File: src/rtl/fps_pkg.sv
package fps_pkg;

  // Per-cycle arming state of the channel
  typedef enum logic [1:0] {
    ST_ARMED  = 2'd0,   // waiting for the start condition
    ST_ACTIVE = 2'd1,   // command line high, width timer running
    ST_SPENT  = 2'd2    // fired or skipped; waits for cutoff
  } arm_state_e;

endpackage

File: src/rtl/fps_angle_judge.sv
module fps_angle_judge #(
  parameter int POS_W       = 16,
  parameter int CYCLE_TICKS = 15360,
  parameter int WIN_TICKS   = 960
) (
  input  logic [POS_W-1:0] crank_pos,
  input  logic [POS_W-1:0] start_pos,
  input  logic [POS_W-1:0] cutoff_pos,
  output logic             at_cutoff,
  output logic             in_window,
  output logic             past_window
);

  localparam int XW = POS_W + 1;
  localparam logic [XW-1:0] CYC_X = XW'(CYCLE_TICKS);
  localparam logic [XW-1:0] WIN_X = XW'(WIN_TICKS);

  // forward distance from b to a, modulo the cycle length
  function automatic logic [XW-1:0] fwd_dist(input logic [POS_W-1:0] a,
                                             input logic [POS_W-1:0] b);
    logic [XW-1:0] ax, bx;
    ax = {1'b0, a};
    bx = {1'b0, b};
    if (ax >= bx) return ax - bx;
    else          return ax + CYC_X - bx;
  endfunction

  logic [XW-1:0] since_start;
  logic [XW-1:0] cut_span;

  always_comb begin
    since_start = fwd_dist(crank_pos, start_pos);
    cut_span    = fwd_dist(cutoff_pos, start_pos);
    at_cutoff   = (crank_pos == cutoff_pos);
    in_window   = (since_start < WIN_X);
    past_window = !in_window && (since_start < cut_span);
  end

endmodule

File: src/rtl/fps_width_timer.sv
module fps_width_timer #(
  parameter int DUR_W = 24
) (
  input  logic             clk,
  input  logic             rst_n,
  input  logic             load,
  input  logic             run,
  input  logic [DUR_W-1:0] limit,
  output logic             expired
);

  localparam logic [DUR_W-1:0] ONE = DUR_W'(1);

  logic [DUR_W-1:0] elapsed;

  // elapsed counts ticks of the live pulse; saturates at all-ones
  always_ff @(posedge clk or negedge rst_n) begin
    if (!rst_n)                       elapsed <= '0;
    else if (load)                    elapsed <= ONE;
    else if (run && (elapsed != '1))  elapsed <= elapsed + ONE;
  end

  // compare against the live limit so mid-pulse edits take effect
  assign expired = (elapsed >= limit);

  AST_TIMER_MONO: assert property (@(posedge clk) disable iff (!rst_n)
    (run && !load) |=> (elapsed >= $past(elapsed)));

endmodule

File: src/rtl/fps_strobe_edge.sv
module fps_strobe_edge (
  input  logic clk,
  input  logic rst_n,
  input  logic strobe,
  output logic rise
);

  logic strobe_q;

  always_ff @(posedge clk or negedge rst_n) begin
    if (!rst_n) strobe_q <= 1'b0;
    else        strobe_q <= strobe;
  end

  assign rise = strobe && !strobe_q;

endmodule

File: src/rtl/fuel_pulse_sched.sv
module fuel_pulse_sched
  import fps_pkg::*;
#(
  parameter int POS_W       = 16,
  parameter int CYCLE_TICKS = 15360,
  parameter int WIN_TICKS   = CYCLE_TICKS / 16,
  parameter int DUR_W       = 24
) (
  input  logic             clk,
  input  logic             rst_n,
  input  logic             inj_en,
  input  logic             imm_mode,
  input  logic             start_strobe,
  input  logic [POS_W-1:0] crank_pos,
  input  logic [POS_W-1:0] start_pos,
  input  logic [POS_W-1:0] cutoff_pos,
  input  logic [DUR_W-1:0] duration,
  input  logic             flag_clr,
  input  logic             fault_dis,
  output logic             inj_cmd,
  output logic             cutoff_flag
);

  arm_state_e state_q, state_d;

  logic at_cutoff, in_window, past_window;
  logic strobe_rise;
  logic width_done;
  logic may_fire;
  logic fire_angle, skip_angle, fire_strobe;
  logic load_timer;

  fps_angle_judge #(
    .POS_W      (POS_W),
    .CYCLE_TICKS(CYCLE_TICKS),
    .WIN_TICKS  (WIN_TICKS)
  ) u_judge (
    .crank_pos  (crank_pos),
    .start_pos  (start_pos),
    .cutoff_pos (cutoff_pos),
    .at_cutoff  (at_cutoff),
    .in_window  (in_window),
    .past_window(past_window)
  );

  fps_strobe_edge u_edge (
    .clk   (clk),
    .rst_n (rst_n),
    .strobe(start_strobe),
    .rise  (strobe_rise)
  );

  fps_width_timer #(.DUR_W(DUR_W)) u_timer (
    .clk    (clk),
    .rst_n  (rst_n),
    .load   (load_timer),
    .run    (state_q == ST_ACTIVE),
    .limit  (duration),
    .expired(width_done)
  );

  always_comb begin
    may_fire    = inj_en && !fault_dis && (duration != '0);
    fire_angle  = !imm_mode && (state_q == ST_ARMED) && in_window;
    skip_angle  = !imm_mode && (state_q == ST_ARMED) && past_window;
    fire_strobe = imm_mode && strobe_rise && (state_q != ST_ACTIVE);

    state_d = state_q;
    if (at_cutoff) begin
      state_d = ST_ARMED;
    end else begin
      unique case (state_q)
        ST_ARMED: begin
          if (fire_angle)       state_d = may_fire ? ST_ACTIVE : ST_SPENT;
          else if (skip_angle)  state_d = ST_SPENT;
          else if (fire_strobe && may_fire) state_d = ST_ACTIVE;
        end
        ST_ACTIVE: begin
          if (!inj_en || fault_dis || width_done) state_d = ST_SPENT;
        end
        ST_SPENT: begin
          if (fire_strobe && may_fire) state_d = ST_ACTIVE;
        end
        default: state_d = ST_ARMED;
      endcase
    end
    load_timer = (state_d == ST_ACTIVE) && (state_q != ST_ACTIVE);
  end

  always_ff @(posedge clk or negedge rst_n) begin
    if (!rst_n) state_q <= ST_ARMED;
    else        state_q <= state_d;
  end

  // sticky cutoff flag: a set wins over a clear in the same edge
  always_ff @(posedge clk or negedge rst_n) begin
    if (!rst_n)         cutoff_flag <= 1'b0;
    else if (at_cutoff) cutoff_flag <= 1'b1;
    else if (flag_clr)  cutoff_flag <= 1'b0;
  end

  assign inj_cmd = (state_q == ST_ACTIVE) && inj_en && !fault_dis;

  AST_CUT_SETS_FLAG: assert property (@(posedge clk) disable iff (!rst_n)
    at_cutoff |=> cutoff_flag);
  AST_CUT_ENDS_PULSE: assert property (@(posedge clk) disable iff (!rst_n)
    at_cutoff |=> !inj_cmd);
  AST_FLAG_STICKY: assert property (@(posedge clk) disable iff (!rst_n)
    (cutoff_flag && !flag_clr) |=> cutoff_flag);
  AST_FAULT_ENDS: assert property (@(posedge clk) disable iff (!rst_n)
    fault_dis |=> !inj_cmd);
  AST_DISABLED_QUIET: assert property (@(posedge clk) disable iff (!rst_n)
    !inj_en |=> !inj_cmd);
  AST_ZERO_WIDTH: assert property (@(posedge clk) disable iff (!rst_n)
    (!inj_cmd && (duration == '0)) |=> !inj_cmd);
  AST_ONE_PER_CYCLE: assert property (@(posedge clk) disable iff (!rst_n)
    ((state_q == ST_SPENT) && !imm_mode && !at_cutoff) |=> !inj_cmd);
  AST_STROBE_CAUSE: assert property (@(posedge clk) disable iff (!rst_n)
    ($rose(inj_cmd) && $past(imm_mode)) |-> $past(start_strobe));

endmodule

File: config.mk
export PLATFORM = sky130hd
export DESIGN_NAME = fuel_pulse_sched
export DESIGN_NICKNAME = d
export VERILOG_FILES = /design/src/rtl/fps_pkg.sv /design/src/rtl/fps_angle_judge.sv /design/src/rtl/fps_width_timer.sv /design/src/rtl/fps_strobe_edge.sv /design/src/rtl/fuel_pulse_sched.sv
export SDC_FILE = /design/constraint.sdc
export NUM_CORES = 1
export LEC_CHECK = 0
export BUFFER_PORTS_ARGS = -buffer_cell sky130_fd_sc_hd__buf_2
export CAP_MARGIN = 10
export CELL_PAD_IN_SITES_DETAIL_PLACEMENT = 1
export CELL_PAD_IN_SITES_GLOBAL_PLACEMENT = 2
export CORE_UTILIZATION = 39
export CTS_CLUSTER_DIAMETER = 50
export DETAILED_ROUTE_END_ITERATION = 12
export GPL_TIMING_DRIVEN = 0
export HOLD_SLACK_MARGIN = 0.02
export MAX_ROUTING_LAYER = met4
export PLACE_DENSITY_LB_ADDON = 0.1
export SYNTH_ARGS = -nofsm -noshare
export SYNTH_HDL_FRONTEND = slang
export SYNTH_SLANG_ARGS = --single-unit
File: constraint.sdc
create_clock -name clk -period 6.6 [get_ports clk]
set_clock_uncertainty 0.1 [all_clocks]
set_input_delay 0.33 -clock clk [delete_from_list [all_inputs] [get_ports clk]]
set_output_delay 0.33 -clock clk [all_outputs]
set_load 0.005 [all_outputs]
== Word level (Yosys, flattened, before mapping) ==
Cells that the tools add are included.
Widths: inputs -> output; s select.

* Word-level logic and storage cells: 60
* Register bits: 28

* Reductions and logical operators: 25
* Muxes and demuxes: 13
* Equal/unequal tests: 6
* Add/subtract/negate cells: 7
* Order comparisons: 5

{| class="wikitable"
|+ Operators with widths
! cell !! number
|-
| $mux 24 || 2
|-
| $add 16x14->17 const B || 2
|-
| $mux 17 || 2
|-
| $sub 16x16->17 || 2
|-
| $sub 17x16->17 || 2
|-
| $ge 16x16->1 || 2
|-
| $add 24x1->24 const B || 1
|-
| $ge 24x24->1 || 1
|-
| $ne 24x24->1 const B || 1
|-
| $reduce_bool 24->1 || 1
|-
| $lt 17x10->1 const B || 1
|-
| $lt 17x17->1 || 1
|-
| $eq 16x16->1 || 1
|-
| $logic_and 1x1->1 || 14
|-
| $mux 2 || 6
|-
| $pmux 2 s3 || 1
|-
| $logic_not 1->1 || 5
|-
| $eq 2x1->1 const B || 2
|-
| $reduce_bool 2->1 || 2
|-
| $eq 2x2->1 const B || 1
|-
| $logic_not 2->1 || 1
|-
| $logic_or 1x1->1 || 2
|-
| $mux 1 || 2
|-
| $ne 2x1->1 const B || 1
|}

== Logic depth before layout (Yosys ltp) ==
* Word-level depth: 14
* Mapped depth: 23
* Gate-level depth less buffers: 23

== By module ==
A second synthesis with hierarchy kept.

* Cell total of the unflattened synthesis: 848
* Area, all modules: 6,672.6 um2

{| class="wikitable"
|+ Modules (own cells, without submodules)
! module !! cells an instance !! times used !! seq. area each (um2) !! area an instance (um2)
|-
| fps_angle_judge || 587 || 1 || 0.0 || 4,415.5
|-
| fps_width_timer || 224 || 1 || 600.6 || 1,958.1
|-
| fuel_pulse_sched || 35 || 1 || 75.1 || 260.2
|-
| fps_strobe_edge || 2 || 1 || 25.0 || 38.8
|}

== Worst setup path before layout ==
No wires, ideal clock.

* Path type: input to register
* From: input port start_pos[2]
* To: register state_q[1]
* Setup time: 104 ps
* Required time: 6,396 ps
* Arrival: 4,083 ps
* Stages on the path: 22
* Path slack: 2,313 ps
* Path through: inv_1 ha_1 and3b_1 o211a_1 o211ai_1 a2111oi_0 o41ai_1 a21boi_0 o21ai_0 nand2_1 buf_4 mux2i_1 ha_1 a21oi_1 nor2b_1 o21ai_0 nand2b_1 a21oi_1 o21ai_0 a21oi_1 o21ai_0 o311ai_1

* Longest elaborated chain between the ends: 10
* Elaborated cells on any way between the ends: 18

{| class="wikitable"
|+ Ends and longest elaborated chain
! item !! line !! text
|-
| from (decl) || fuel_pulse_sched.sv:15 || <nowiki>input logic [POS_W-1:0] start_pos,</nowiki>
|-
| $sub 17x16->17, or another cell as far along || fps_angle_judge.sv:25 || <nowiki>else return ax + CYC_X - bx;</nowiki>
|-
| $mux 17 || fps_angle_judge.sv:24 || <nowiki>if (ax >= bx) return ax - bx;</nowiki>
|-
| $lt 17x10->1 || fps_angle_judge.sv:35 || <nowiki>in_window = (since_start < WIN_X);</nowiki>
|-
| $logic_not 1->1 || fps_angle_judge.sv:36 || <nowiki>past_window = !in_window && (since_start < cut_span);</nowiki>
|-
| $logic_and 1x1->1 || fps_angle_judge.sv:36 ||
|-
| $logic_and 1x1->1 || fuel_pulse_sched.sv:65 || <nowiki>skip_angle = !imm_mode && (state_q == ST_ARMED) && past_window;</nowiki>
|-
| $mux 2 || fuel_pulse_sched.sv:75 || <nowiki>else if (skip_angle) state_d = ST_SPENT;</nowiki>
|-
| $mux 2 (*) || fuel_pulse_sched.sv:74 || <nowiki>if (fire_angle) state_d = may_fire ? ST_ACTIVE : ST_SPENT;</nowiki>
|-
| $pmux 2 s3 (*) || fuel_pulse_sched.sv:72 || <nowiki>unique case (state_q)</nowiki>
|-
| $mux 2 (*) || fuel_pulse_sched.sv:69 || <nowiki>if (at_cutoff) begin</nowiki>
|-
| via state_d[1] || fuel_pulse_sched.sv:24 || <nowiki>arm_state_e state_q, state_d;</nowiki>
|-
| to (signal assigned) || fuel_pulse_sched.sv:92 || <nowiki>else state_q <= state_d;</nowiki>
|-
| to (decl) || fuel_pulse_sched.sv:24 ||
|}

Mark *: on every way through the listed nets, which the timed path passes. The rest lies on a longest branch.
A chain may end at the register's enable or synchronous reset.

== Worst setup path after layout ==
Ends and elaborated chain as after synthesis.

==> results.md <==
- Status: finished, violations left
- Failing checks: hold timing
- Crit-path max FO: 10
- Antenna violations before repair: 0
- Worst Setup End Kind: flip-flop
- Die Ht: 130 um
- Setup CP Type: input pin to flip-flop
- VDD IR max: 0.0852 mV
- Gr usage total: 0.257
- Diode count: 0
- DRC: 0
- Crit Reg-Reg Startpoint: u_timer.elapsed[14]
- Vias in the first global route: 6094
- Post-route cell area: 7180 um^2
- Clock root buffer: clkbuf_16
- GRT overflow: 0
- DRT Wirelength: 20500 um
- Post_cts resized: 0
- HP Class: input pin to async pin
- Post-Synthesis Cells: 778
- Final Cycle Share: 0.810
- Commonest non-fill, non-tap cell in the layout: ha_1
- Reg2reg end: u_timer.elapsed[13]
- Area post-placement: 7080 um^2
- Max Clk Rate: 187 MHz
- Post-Route Setup TNS: 0 ns
- Clock power frac: 0.148
- Final Max Tran Viols: 0
- Clock Latency Late Sink: 0.27 ns
- Post-synthesis sequential area ratio: 0.109
- Ys flop type: dfrtp_1
- Most frequent cells in the layout: ha_1, inv_1, buf_2, a21oi_1, xor2_1
- Layout cell share with drive strength beyond 1: 0.135
- Width of the die: 130 um
- Power per cell area: 178 nW/um^2
- Final Hold Violating Endpoints: 15
- Rows: 46
- EDFF count, synth: 0
- Starting density of the core: 0.402
- Post-Syn Area: 6410 um^2
- Final hold slack: -0.0134 ns
- Max-Cap Viols: 0
- Synth async-reset ratio: 1.00
- Sw frac: 0.462
- ANT nets after route: 0
- Synth warn: 0
- Area grow syn2layout: 12.1%
- Vias: 5892
- Largest net degree at the start of global routing: 29
- Wire per inst: 19.0 um
- Total setup buffers inserted after CTS: 0
- Routability-driven placement congestion ratio: 0.912
- Synth cell types: 72
- Clk sinks: 28
- Syn avg cell area: 8.24 um^2
- Crit path launch: start_pos[2]
- CTS tree: built
- Final setup vio count: 0
- Comb pwr share: 0.646
- Slew @ Worst Pin: 0.940 ns
- H-tree levels: 1
- Nets: 1077
- Seq pwr share: 0.206
- Seq cells post-synth: 28
- Pint: 0.686 mW
- Clk slew on worst S/H paths: 0.08 ns
- R2r setup slk: 3.68 ns
- Crit path arrival time: 5.42 ns
- Detailed placer's ending HPWL: 17900 um
- Die footprint: 16900 um^2
- Rel. slew slack: 0.357
- CP endpoint: state_q[1]
- Critical path required time: 6.67 ns
- CTS Hold Buffers Added: 0
- Switch Pwr: 0.589 mW
- R2R cell count: 9
- I/O Pins: 81
- Tmin final: 5.35 ns
- CTS buffer count: 3
- Detailed Route Iter0 Violations: 170
- Port Buf Inserts: 80
- Unrepaired setup endpoints after global routing: false
- DR pass1 iterations: 4
- CP Launch Type: input pin
- Vias per inst: 5.47
- Core ar.: 15900 um^2
- First-pass GRT wire length: 32500 um
- LEAKAGE: 3.55 nW
- Syn nets: 992
- Clock tree buffer depth: 2
[logic make-up after synthesis]
kind of cell / share of synthesized area
AO/OA/AOI/OAI: 0.182
adder cells (fa/ha/maj): 0.292
AND/OR/NAND/NOR: 0.194
flip-flops: 0.109
multiplexers: 0.0332
buffers and inverters: 0.0693
XOR/XNOR: 0.120
[routing by layer]
layer / GRT usage / vias up / wire length [um] / part of all wire
li1: - / 2908 / - / -
met1: 0.385 / 2914 / 10800 / 0.53
met2: 0.392 / 66 / 9040 / 0.44
met3: 0.0205 / 4 / 531 / 0.026
met4: 0.0103 / 0 / 70 / 0.0034
met5: - / - / 0 / 0
[through the flow]
stage / setup slack (ns) / cells / utilization / hold slack, ns / power (mW)
final: 1.25 / 1078 / 0.451 / -0.0134 / 1.28
after global routing: 0.827 / 1078 / 0.451 / 0.0348 / 1.39
after global placement: 1.15 / 1074 / 0.444 / 0.302 / 1.05
after detailed placement: 1.03 / 1074 / 0.444 / 0.319 / 1.08
after floorplan: 2.31 / 778 / - / -0.0656 / 0.838
after CTS: 1.30 / 1078 / 0.451 / 0.0273 / 1.28
[worst min path at each step]
stage,start,to,slack (ns),cells after the start
after global placement,rst_n,u_timer.elapsed[7],0.30,1
after detailed placement,rst_n,u_timer.elapsed[6],0.32,1
after CTS,rst_n,u_timer.elapsed[6],0.03,1
final,rst_n,u_timer.elapsed[6],-0.01,1
after floorplan,rst_n,cutoff_flag,-0.07,0
after global routing,rst_n,u_timer.elapsed[7],0.03,1
[area by class of cell]
class / count / area (um^2)
Timing Repair Buffer: 80 / 400
Clock inverter: 1 / 30.0
Clock buffer: 3 / 75.1
Buffer: 9 / 57.6
Inverter: 103 / 387
Multi-Input combinational cell: 638 / 5260
Tap cell: 216 / 270
Sequential cell: 28 / 701
Fill cell: 1996 / 8760
[cell usage after synthesis, types with 14 or more instances]
library cell / instances / share of area
xnor2_1: 41 / 0.056
a21o_1: 20 / 0.023
xor2_1: 47 / 0.064
mux2i_1: 19 / 0.030
nand3_1: 19 / 0.015
a21oi_1: 48 / 0.037
nor3_1: 29 / 0.023
ha_1: 111 / 0.22
o21ai_0: 25 / 0.020
nor2_1: 42 / 0.025
nand2_1: 38 / 0.022
inv_1: 103 / 0.060
fa_1: 24 / 0.075
dfrtp_1: 28 / 0.11
a31oi_1: 14 / 0.014
[registers in the layout, indices dropped and copies added, names as in the netlist]
name,cells
state_q,2
u_timer.elapsed,24
u_edge.strobe_q,1
cutoff_flag,1
[power by group through the flow]
stage	Combinational, mW	Sequential (mW)	Clock [mW]
floorplan	0.590	0.248	0
global placement	0.784	0.262	0
detailed placement	0.818	0.266	0
CTS	0.825	0.263	0.190
global route	0.924	0.271	0.196
finish	0.824	0.263	0.189
[critical path, cell delays in order]
cell and delay [ns]:
buf_2 0.08, inv_1 0.12, ha_1 0.47, and3b_1 0.24, o211a_1 0.17, o211ai_1 0.11
a2111oi_0 0.88, o41ai_1 0.17, a21boi_0 0.31, o21ai_0 0.15, nand2_1 0.31, buf_4 0.30
mux2i_1 0.30, ha_1 0.29, a21oi_1 0.17, nor2b_1 0.06, o21ai_0 0.15, nand2b_1 0.07
a21oi_1 0.14, o21ai_0 0.08, a21oi_1 0.14, o21ai_0 0.11, o311ai_1 0.23
Note: power is estimated with default switching activity, not from simulation.
